## src/rtl/smb_pkg.sv

```systemverilog
package smb_pkg;

    typedef enum logic [2:0] {
        S_IDLE,
        S_RX,
        S_RXACK,
        S_ACKHOLD,
        S_TXLOAD,
        S_TX,
        S_TXACK,
        S_IGNORE
    } smb_st_e;

    typedef enum logic [1:0] {
        PH_ADDR,
        PH_CMD,
        PH_DATA
    } smb_ph_e;

    typedef struct packed {
        logic start;
        logic stop;
        logic rise;
        logic fall;
    } bus_ev_t;

    localparam logic [6:0] ARA_ADDR  = 7'h0C;
    localparam logic [7:0] BCAST_WR  = 8'hC6;
    localparam int         MWE_BIT   = 4;

    // (base + ofs) reduced into 0..n-1, ofs < n assumed
    function automatic int unsigned wrap_idx(int unsigned base, int unsigned ofs, int unsigned n);
        int unsigned s;
        s = base + ofs;
        return (s >= n) ? s - n : s;
    endfunction

endpackage

```

## src/rtl/smb_bus_cond.sv

```systemverilog
module smb_bus_cond
    import smb_pkg::*;
(
    input  logic    clk,
    input  logic    rst,
    input  logic    scl_i,
    input  logic    sda_i,
    output bus_ev_t ev
);
    logic scl_q, sda_q;

    always_ff @(posedge clk) begin
        if (rst) begin
            scl_q <= 1'b1;
            sda_q <= 1'b1;
        end else begin
            scl_q <= scl_i;
            sda_q <= sda_i;
        end
    end

    always_comb begin
        ev.start = scl_q & scl_i & sda_q & ~sda_i;
        ev.stop  = scl_q & scl_i & ~sda_q & sda_i;
        ev.rise  = ~scl_q & scl_i;
        ev.fall  = scl_q & ~scl_i;
    end

    // a condition is never reported together with a clock edge
    p_cond_excl_r2: assert property (@(posedge clk) disable iff (rst)
        (ev.start || ev.stop) |-> !(ev.rise || ev.fall));

endmodule

```

## src/rtl/smb_stuck_timer.sv

```systemverilog
module smb_stuck_timer #(
    parameter int TMO_CYC = 2_500_000
) (
    input  logic clk,
    input  logic rst,
    input  logic scl_i,
    input  logic sda_i,
    output logic tmo
);
    localparam int CW = $clog2(TMO_CYC + 1);

    logic [CW-1:0] cnt;
    logic          low;

    assign low = !scl_i || !sda_i;
    assign tmo = low && (cnt == CW'(TMO_CYC - 1));

    always_ff @(posedge clk) begin
        if (rst || !low || tmo) cnt <= '0;
        else                    cnt <= cnt + 1'b1;
    end

    p_cnt_bound_r11: assert property (@(posedge clk) disable iff (rst)
        int'(cnt) < TMO_CYC);

    p_tmo_low_before_r11: assert property (@(posedge clk) disable iff (rst)
        tmo |-> $past(!scl_i || !sda_i));

endmodule

```

## src/rtl/smb_regbank.sv

```systemverilog
module smb_regbank
    import smb_pkg::*;
#(
    parameter int         NREG     = 4,
    parameter int         CTRL_IDX = 0,
    parameter logic [7:0] CTRL_RST = 8'h10,
    localparam int        IW       = (NREG > 1) ? $clog2(NREG) : 1
) (
    input  logic          clk,
    input  logic          rst,
    input  logic          wr_en,
    input  logic [IW-1:0] wr_idx,
    input  logic [7:0]    wr_data,
    input  logic [IW-1:0] rd_idx,
    output logic [7:0]    rd_data,
    output logic          mw_en
);
    logic [7:0] regs [NREG];

    for (genvar g = 0; g < NREG; g++) begin : g_reg
        localparam logic [7:0] RV = (g == CTRL_IDX) ? CTRL_RST : 8'h00;
        always_ff @(posedge clk) begin
            if (rst)                                   regs[g] <= RV;
            else if (wr_en && wr_idx == IW'(g))        regs[g] <= wr_data;
        end

        // a register moves only when a write selects it
        p_reg_hold_r8: assert property (@(posedge clk) disable iff (rst)
            !(wr_en && wr_idx == IW'(g)) |=> $stable(regs[g]));
    end

    assign rd_data = regs[rd_idx];
    assign mw_en   = regs[CTRL_IDX][MWE_BIT];

endmodule

```

## src/rtl/smb_regslave.sv

```systemverilog
module smb_regslave
    import smb_pkg::*;
#(
    parameter int         NREG     = 4,
    parameter int         CTRL_IDX = 0,
    parameter logic [7:0] CTRL_RST = 8'h10,
    parameter int         TMO_CYC  = 2_500_000
) (
    input  logic       clk,
    input  logic       rst,
    input  logic       scl_i,
    input  logic       sda_i,
    input  logic [6:0] dev_addr,
    input  logic       alert_i,
    output logic       sda_oe
);
    localparam int IW = (NREG > 1) ? $clog2(NREG) : 1;

    bus_ev_t       ev;
    logic          tmo;
    smb_st_e       st;
    smb_ph_e       ph, dec_ph;
    logic [6:0]    shreg;
    logic [7:0]    rxb, tx_byte, rd_data;
    logic [3:0]    bitcnt;
    logic          ack_q, txm, ara_q, wr_done, oe_q, mack_q;
    logic [IW-1:0] cmd, tx_ofs, rd_idx;
    logic          dec_ack, dec_rd, dec_ara, dec_wr, dec_fire, wr_en, mw_en;
    logic          alert_q, alert_pend, ara_done, ctl_ok;

    smb_bus_cond u_cond (.clk(clk), .rst(rst), .scl_i(scl_i), .sda_i(sda_i), .ev(ev));

    smb_stuck_timer #(.TMO_CYC(TMO_CYC)) u_tmr (
        .clk(clk), .rst(rst), .scl_i(scl_i), .sda_i(sda_i), .tmo(tmo));

    smb_regbank #(.NREG(NREG), .CTRL_IDX(CTRL_IDX), .CTRL_RST(CTRL_RST)) u_regs (
        .clk(clk), .rst(rst), .wr_en(wr_en), .wr_idx(cmd), .wr_data(rxb),
        .rd_idx(rd_idx), .rd_data(rd_data), .mw_en(mw_en));

    assign rxb     = {shreg, sda_i};
    assign rd_idx  = IW'(wrap_idx(int'(cmd), int'(tx_ofs), NREG));
    assign tx_byte = ara_q ? {dev_addr, 1'b0} : rd_data;
    assign ctl_ok  = !tmo && !ev.start && !ev.stop;

    // byte decision at the eighth rising clock edge
    always_comb begin
        dec_ack = 1'b0;
        dec_rd  = 1'b0;
        dec_ara = 1'b0;
        dec_wr  = 1'b0;
        dec_ph  = ph;
        case (ph)
            PH_ADDR: begin
                if (rxb[7:1] == dev_addr) begin
                    dec_ack = 1'b1;
                    if (rxb[0]) dec_rd = 1'b1;
                    else        dec_ph = PH_CMD;
                end else if (rxb == BCAST_WR && mw_en) begin
                    dec_ack = 1'b1;
                    dec_ph  = PH_CMD;
                end else if (rxb[7:1] == ARA_ADDR && rxb[0] && alert_i && alert_pend) begin
                    dec_ack = 1'b1;
                    dec_rd  = 1'b1;
                    dec_ara = 1'b1;
                end
            end
            PH_CMD: begin
                if (int'(rxb) < NREG) begin
                    dec_ack = 1'b1;
                    dec_ph  = PH_DATA;
                end
            end
            default: begin
                dec_ack = 1'b1;
                dec_wr  = !wr_done;
            end
        endcase
    end

    assign dec_fire = ctl_ok && (st == S_RX) && ev.rise && (bitcnt == 4'd7);
    assign wr_en    = dec_fire && dec_wr;
    assign ara_done = ctl_ok && (st == S_TXACK) && ev.fall && ara_q;

    always_ff @(posedge clk) begin
        if (rst) begin
            st      <= S_IDLE;
            ph      <= PH_ADDR;
            shreg   <= '0;
            bitcnt  <= '0;
            ack_q   <= 1'b0;
            txm     <= 1'b0;
            ara_q   <= 1'b0;
            wr_done <= 1'b0;
            oe_q    <= 1'b0;
            mack_q  <= 1'b0;
            cmd     <= '0;
            tx_ofs  <= '0;
        end else if (tmo) begin
            st   <= S_IDLE;
            oe_q <= 1'b0;
        end else if (ev.start) begin
            st     <= S_RX;
            ph     <= PH_ADDR;
            bitcnt <= '0;
            oe_q   <= 1'b0;
            txm    <= 1'b0;
            ara_q  <= 1'b0;
        end else if (ev.stop) begin
            st   <= S_IDLE;
            oe_q <= 1'b0;
        end else begin
            case (st)
                S_RX: begin
                    if (ev.rise) begin
                        shreg  <= rxb[6:0];
                        bitcnt <= bitcnt + 4'd1;
                        if (bitcnt == 4'd7) begin
                            st    <= S_RXACK;
                            ack_q <= dec_ack;
                            ph    <= dec_ph;
                            if (ph == PH_ADDR && dec_rd) begin
                                txm    <= 1'b1;
                                ara_q  <= dec_ara;
                                tx_ofs <= '0;
                            end
                            if (ph == PH_CMD && dec_ack) begin
                                cmd     <= rxb[IW-1:0];
                                wr_done <= 1'b0;
                            end
                            if (ph == PH_DATA) wr_done <= 1'b1;
                        end
                    end
                end
                S_RXACK: begin
                    if (ev.fall) begin
                        oe_q <= ack_q;
                        st   <= S_ACKHOLD;
                    end
                end
                S_ACKHOLD: begin
                    if (ev.fall) begin
                        oe_q   <= 1'b0;
                        bitcnt <= '0;
                        if (!ack_q)   st <= S_IGNORE;
                        else if (txm) st <= S_TXLOAD;
                        else          st <= S_RX;
                    end
                end
                S_TXLOAD: begin
                    oe_q   <= ~tx_byte[7];
                    bitcnt <= '0;
                    st     <= S_TX;
                end
                S_TX: begin
                    if (ev.rise) begin
                        bitcnt <= bitcnt + 4'd1;
                    end else if (ev.fall) begin
                        if (bitcnt == 4'd8) begin
                            oe_q <= 1'b0;
                            st   <= S_TXACK;
                        end else begin
                            oe_q <= ~tx_byte[3'd7 - bitcnt[2:0]];
                        end
                    end
                end
                S_TXACK: begin
                    if (ev.rise) begin
                        mack_q <= ~sda_i;
                    end else if (ev.fall) begin
                        if (ara_q || !mack_q) begin
                            st <= S_IGNORE;
                        end else begin
                            tx_ofs <= IW'(wrap_idx(int'(tx_ofs), 1, NREG));
                            st     <= S_TXLOAD;
                        end
                    end
                end
                default: ;
            endcase
        end
    end

    // alert bookkeeping: a rising alert input arms one response
    always_ff @(posedge clk) begin
        if (rst) begin
            alert_q    <= 1'b0;
            alert_pend <= 1'b0;
        end else begin
            alert_q <= alert_i;
            if (alert_i && !alert_q) alert_pend <= 1'b1;
            else if (ara_done)       alert_pend <= 1'b0;
        end
    end

    assign sda_oe = oe_q;

    p_rise_scl_low_r12: assert property (@(posedge clk) disable iff (rst)
        $rose(sda_oe) |-> !$past(scl_i));

    p_quiet_release_r3: assert property (@(posedge clk) disable iff (rst)
        (st == S_IDLE || st == S_IGNORE) |-> !sda_oe);

    p_stop_idle_r2: assert property (@(posedge clk) disable iff (rst)
        (ev.stop && !tmo) |=> (st == S_IDLE));

    p_tmo_release_r11: assert property (@(posedge clk) disable iff (rst)
        tmo |=> (st == S_IDLE && !sda_oe));

    p_ara_needs_alert_r10: assert property (@(posedge clk) disable iff (rst)
        $rose(ara_q) |-> $past(alert_i));

endmodule

```

## config.mk

```make
export PLATFORM = sky130hd
export DESIGN_NAME = smb_regslave
export DESIGN_NICKNAME = d
export VERILOG_FILES = /design/src/rtl/smb_pkg.sv /design/src/rtl/smb_bus_cond.sv /design/src/rtl/smb_stuck_timer.sv /design/src/rtl/smb_regbank.sv /design/src/rtl/smb_regslave.sv
export SDC_FILE = /design/constraint.sdc
export NUM_CORES = 1
export LEC_CHECK = 0
export BUFFER_PORTS_ARGS = -buffer_cell sky130_fd_sc_hd__buf_4
export CAP_MARGIN = 20
export CORE_MARGIN = 8
export CORE_UTILIZATION = 40
export CTS_CLUSTER_SIZE = 24
export DETAILED_ROUTE_END_ITERATION = 16
export GPL_ROUTABILITY_DRIVEN = 0
export HOLD_SLACK_MARGIN = 0.1
export PLACE_DENSITY = 0.65
export SETUP_SLACK_MARGIN = 0.05
export SLEW_MARGIN = 20
export SYNTH_ARGS = -nofsm -noshare
export SYNTH_HDL_FRONTEND = slang
export SYNTH_SLANG_ARGS = --single-unit
```

## constraint.sdc

```tcl
create_clock -name clk -period 3.9 [get_ports clk]
set_input_delay 1.17 -clock clk [delete_from_list [all_inputs] [get_ports clk]]
set_output_delay 1.17 -clock clk [all_outputs]
set_load 0.01 [all_outputs]
```

==> load_flow_metrics.sql <==
INSERT INTO impl_metrics (metric_group, metric, value, unit) VALUES
('timing', 'timing_worst_slew_pin_value', '0.700', 'ns'),
('logic_synthesis', 'mappedNetlistNets', '458', ''),
('timing', 'timing.final.setup_violations', '0', ''),
('routing', 'avgRoutedWirePerCell', '16.6', 'µm'),
('setup_path', 'r2r.worst_path.cells', '6', ''),
('floorplan', 'top_level_ports', '13', ''),
('timing', 'fin_tns_setup', '0', 'ns'),
('clock_tree', 'cts_setup_buffers', '0', ''),
('clock_tree', 'clkLatencyLatePin', '0.39', 'ns'),
('routing', 'drt_pre_antenna_iters', '4', ''),
('logic_synthesis', 'synth_largest_type_area_fraction', '24.1', '%'),
('logic_synthesis', 'synth-edff-count', '32', ''),
('power', 'irDropWorstVdd', '0.000203', 'V'),
('routing', 'detailedRoute.firstIterationViolations', '214', ''),
('logic_synthesis', 'async_flop_share', '0', '%'),
('floorplan', 'fp-row-count', '38', ''),
('power', 'power.density', '346', 'nW/µm²'),
('timing', 'final.period_utilization', '80.3', '%'),
('clock_tree', 'path_clk_slew', '0.09', 'ns'),
('clock_tree', 'cts_tree', 'built', ''),
('logic_synthesis', 'yosys_register_bits', '84', ''),
('clock_tree', 'cts_sinks', '84', ''),
('timing', 'timing.final.ws_setup', '0.770', 'ns'),
('logic_synthesis', 'synth.yosys.warnings', '0', ''),
('timing', 'rsz0062_at_grt', 'no', ''),
('global_route', 'first_pass_grt_wire_length', '16600', 'µm'),
('routing', 'finalWirelength', '9810', 'µm'),
('logic_synthesis', 'yosys.area.top_type', 'sky130_fd_sc_hd__dfxtp_1', ''),
('setup_path', 'worst-setup-path-type', 'flop to flop', ''),
('timing', 'maxClockFrequency', '0.319', 'GHz'),
('logic_synthesis', 'yosys-top-cells-area', 'sky130_fd_sc_hd__dfxtp_1, sky130_fd_sc_hd__edfxtp_1, sky130_fd_sc_hd__nor2_1, sky130_fd_sc_hd__mux4_2, sky130_fd_sc_hd__and2_1', ''),
('clock_tree', 'cts_max_level', '3', ''),
('setup_path', 'end_kind', 'flop', ''),
('timing', 'timing.clock.skew', '0.0153', 'ns'),
('global_route', 'grt_pass1_vias', '3215', ''),
('logic_synthesis', 'synth.top_cells.by_count', 'sky130_fd_sc_hd__nor2_1, sky130_fd_sc_hd__dfxtp_1, sky130_fd_sc_hd__edfxtp_1, sky130_fd_sc_hd__and2_1, sky130_fd_sc_hd__nand2_1', ''),
('placed_design', 'place.port_buffers', '12', ''),
('setup_path', 'cp_max_fo', '16', ''),
('layout', 'drive_above_1_share', '12.4', '%'),
('placed_design', 'pre_cts_slack', '0.353', 'ns'),
('global_route', 'grt_start_max_net_pins', '32', ''),
('flow_run', 'cap_viol_max_count', '0', ''),
('routing', 'post-route-drc-count', '0', ''),
('global_route', 'overflow', '0', ''),
('layout', 'finish.instance_area', '4740', 'µm²'),
('clock_tree', 'root_buffer', 'sky130_fd_sc_hd__clkbuf_8', ''),
('logic_synthesis', 'synth.cell_area', '4320', 'µm²'),
('logic_synthesis', 'synthMostInstantiatedCell', 'sky130_fd_sc_hd__nor2_1', ''),
('run_status', 'status', 'completed', ''),
('global_route', 'gr-usage-all-layers', '14.6', '%'),
('floorplan', 'die_w', '120', 'µm'),
('clock_tree', 'cts.repair.resized', '0', ''),
('floorplan', 'fp.dieArea', '14400', 'µm²'),
('logic_synthesis', 'syn_avg_cell_area', '9.78', 'µm²'),
('global_route', 'antenna_found_initial', '0', ''),
('setup_path', 'crit_arrival', '3.28', 'ns'),
('layout', 'fin_nets', '463', ''),
('clock_tree', 'holdBufCountCts', '0', ''),
('floorplan', 'floorplan.die.height', '120', 'µm'),
('floorplan', 'floorplan.initialDensity', '40.4', '%'),
('routing', 'avgViaCountPerCell', '5.56', ''),
('placed_design', 'dp_hpwl', '7030', 'µm'),
('logic_synthesis', 'post_synth_num_cell_types', '59', ''),
('logic_synthesis', 'syn-instance-count', '442', ''),
('routing', 'drt.antenna.violating_nets', '0', ''),
('layout', 'area_growth_syn_to_layout', '9.73', '%'),
('power', 'power.leakage', '1.66', 'nW'),
('timing', 'slew-limit-headroom', '52.9', '%'),
('routing', 'dr_total_vias', '3289', ''),
('timing', 'whs', '0.467', 'ns'),
('timing', 'finalHoldViolations', '0', '');
registers in the layout (all words and copies together) (netlist names):
name,flops
u_cond.sda_q,1
st,3
cmd,2
tx_ofs,2
sda_oe,1
u_cond.scl_q,1
bitcnt,4
alert_pend,1
txm,1
ack_q,1
wr_done,1
ph,2
u_tmr.cnt,22
shreg,7
ara_q,1
mack_q,1
alert_q,1
u_regs.regs,32
routing by layer:
metal	part of all wire [%]	up-vias	GRT usage, %
li1	-	1608	-
met1	45	1598	18.1
met2	48	67	23.0
met3	4.3	16	4.74
met4	2.5	0	6.09
met5	0	-	0
final cells by class:
class	count	area, µm²
clock inverter	6	51.3
inverter	17	63.8
fill	1034	5950
tap	140	175
clock buffer	10	149
sequential	84	2000
timing repair buffer	18	135
multi-input combinational	317	2170
kinds of logic (layout without fill, tap and decap cells):
kind of cell,Yosys count,after routing,synth area share (%)
and+or+nand+nor,198,198,25.2
DFF,84,84,46.3
AOI/OAI and AO/OA,64,64,10.0
buffers and inverters,41,51,3.70
xor gates and xnor gates,29,29,6.19
muxes,22,22,7.44
adders and majority gates,4,4,1.16
worst max-delay path, stage by stage (launching register included):
cell,delay (ns)
sky130_fd_sc_hd__dfxtp_1,0.62
sky130_fd_sc_hd__or3b_1,0.45
sky130_fd_sc_hd__or4_4,0.53
sky130_fd_sc_hd__or3_4,0.37
sky130_fd_sc_hd__or3_1,0.55
sky130_fd_sc_hd__nor3_4,0.27
sky130_fd_sc_hd__nand2b_1,0.09
final timing paths:
check | from | to | slack, ns
hold / removal | u_tmr.cnt[0] | u_tmr.cnt[0] | 0.47
setup / recovery | st[0] | u_regs.regs[0][4] | 0.77
hold reg to reg | u_tmr.cnt[0] | u_tmr.cnt[0] | 0.47
setup reg to reg | st[0] | u_regs.regs[0][4] | 0.77
power breakdown:
| group | switching (mW) | total (mW) | internal [mW] |
|---|---|---|---|
| logic | 0.0464 | 0.0767 | 0.0303 |
| registers | 0.0119 | 0.937 | 0.925 |
| clock network | 0.347 | 0.625 | 0.279 |
through the flow:
step	total power, mW	instances	utilization [%]
finish	1.64	592	44.3
global route	1.70	592	44.3
CTS	1.66	592	44.3
detailed placement	1.03	576	42.5
global placement	1.03	576	42.5
floorplan	1.00	442	-
placed cells by master, fill, tap and decap left out, drive strengths merged, types with 3 or more instances in the layout:
cell and n:
o41ai 4, edfxtp 32, mux4 8, nand2 25, nand2b 5, nor2b 7, a211o 4, a21oi 15
and3 5, o21ai 15, clkbuf 10, o31ai 3, nor2 54, nor4 10, nand4 9, dfxtp 52
or2 3, xor2 12, inv 19, buf 18, nand3 11, and2 28, clkinv 3, or4 7
mux2i 13, nor3 15, or3 8, xnor2 16, a31oi 5, ha 4
No activity file was read; power rests on OpenSTA's default activity.
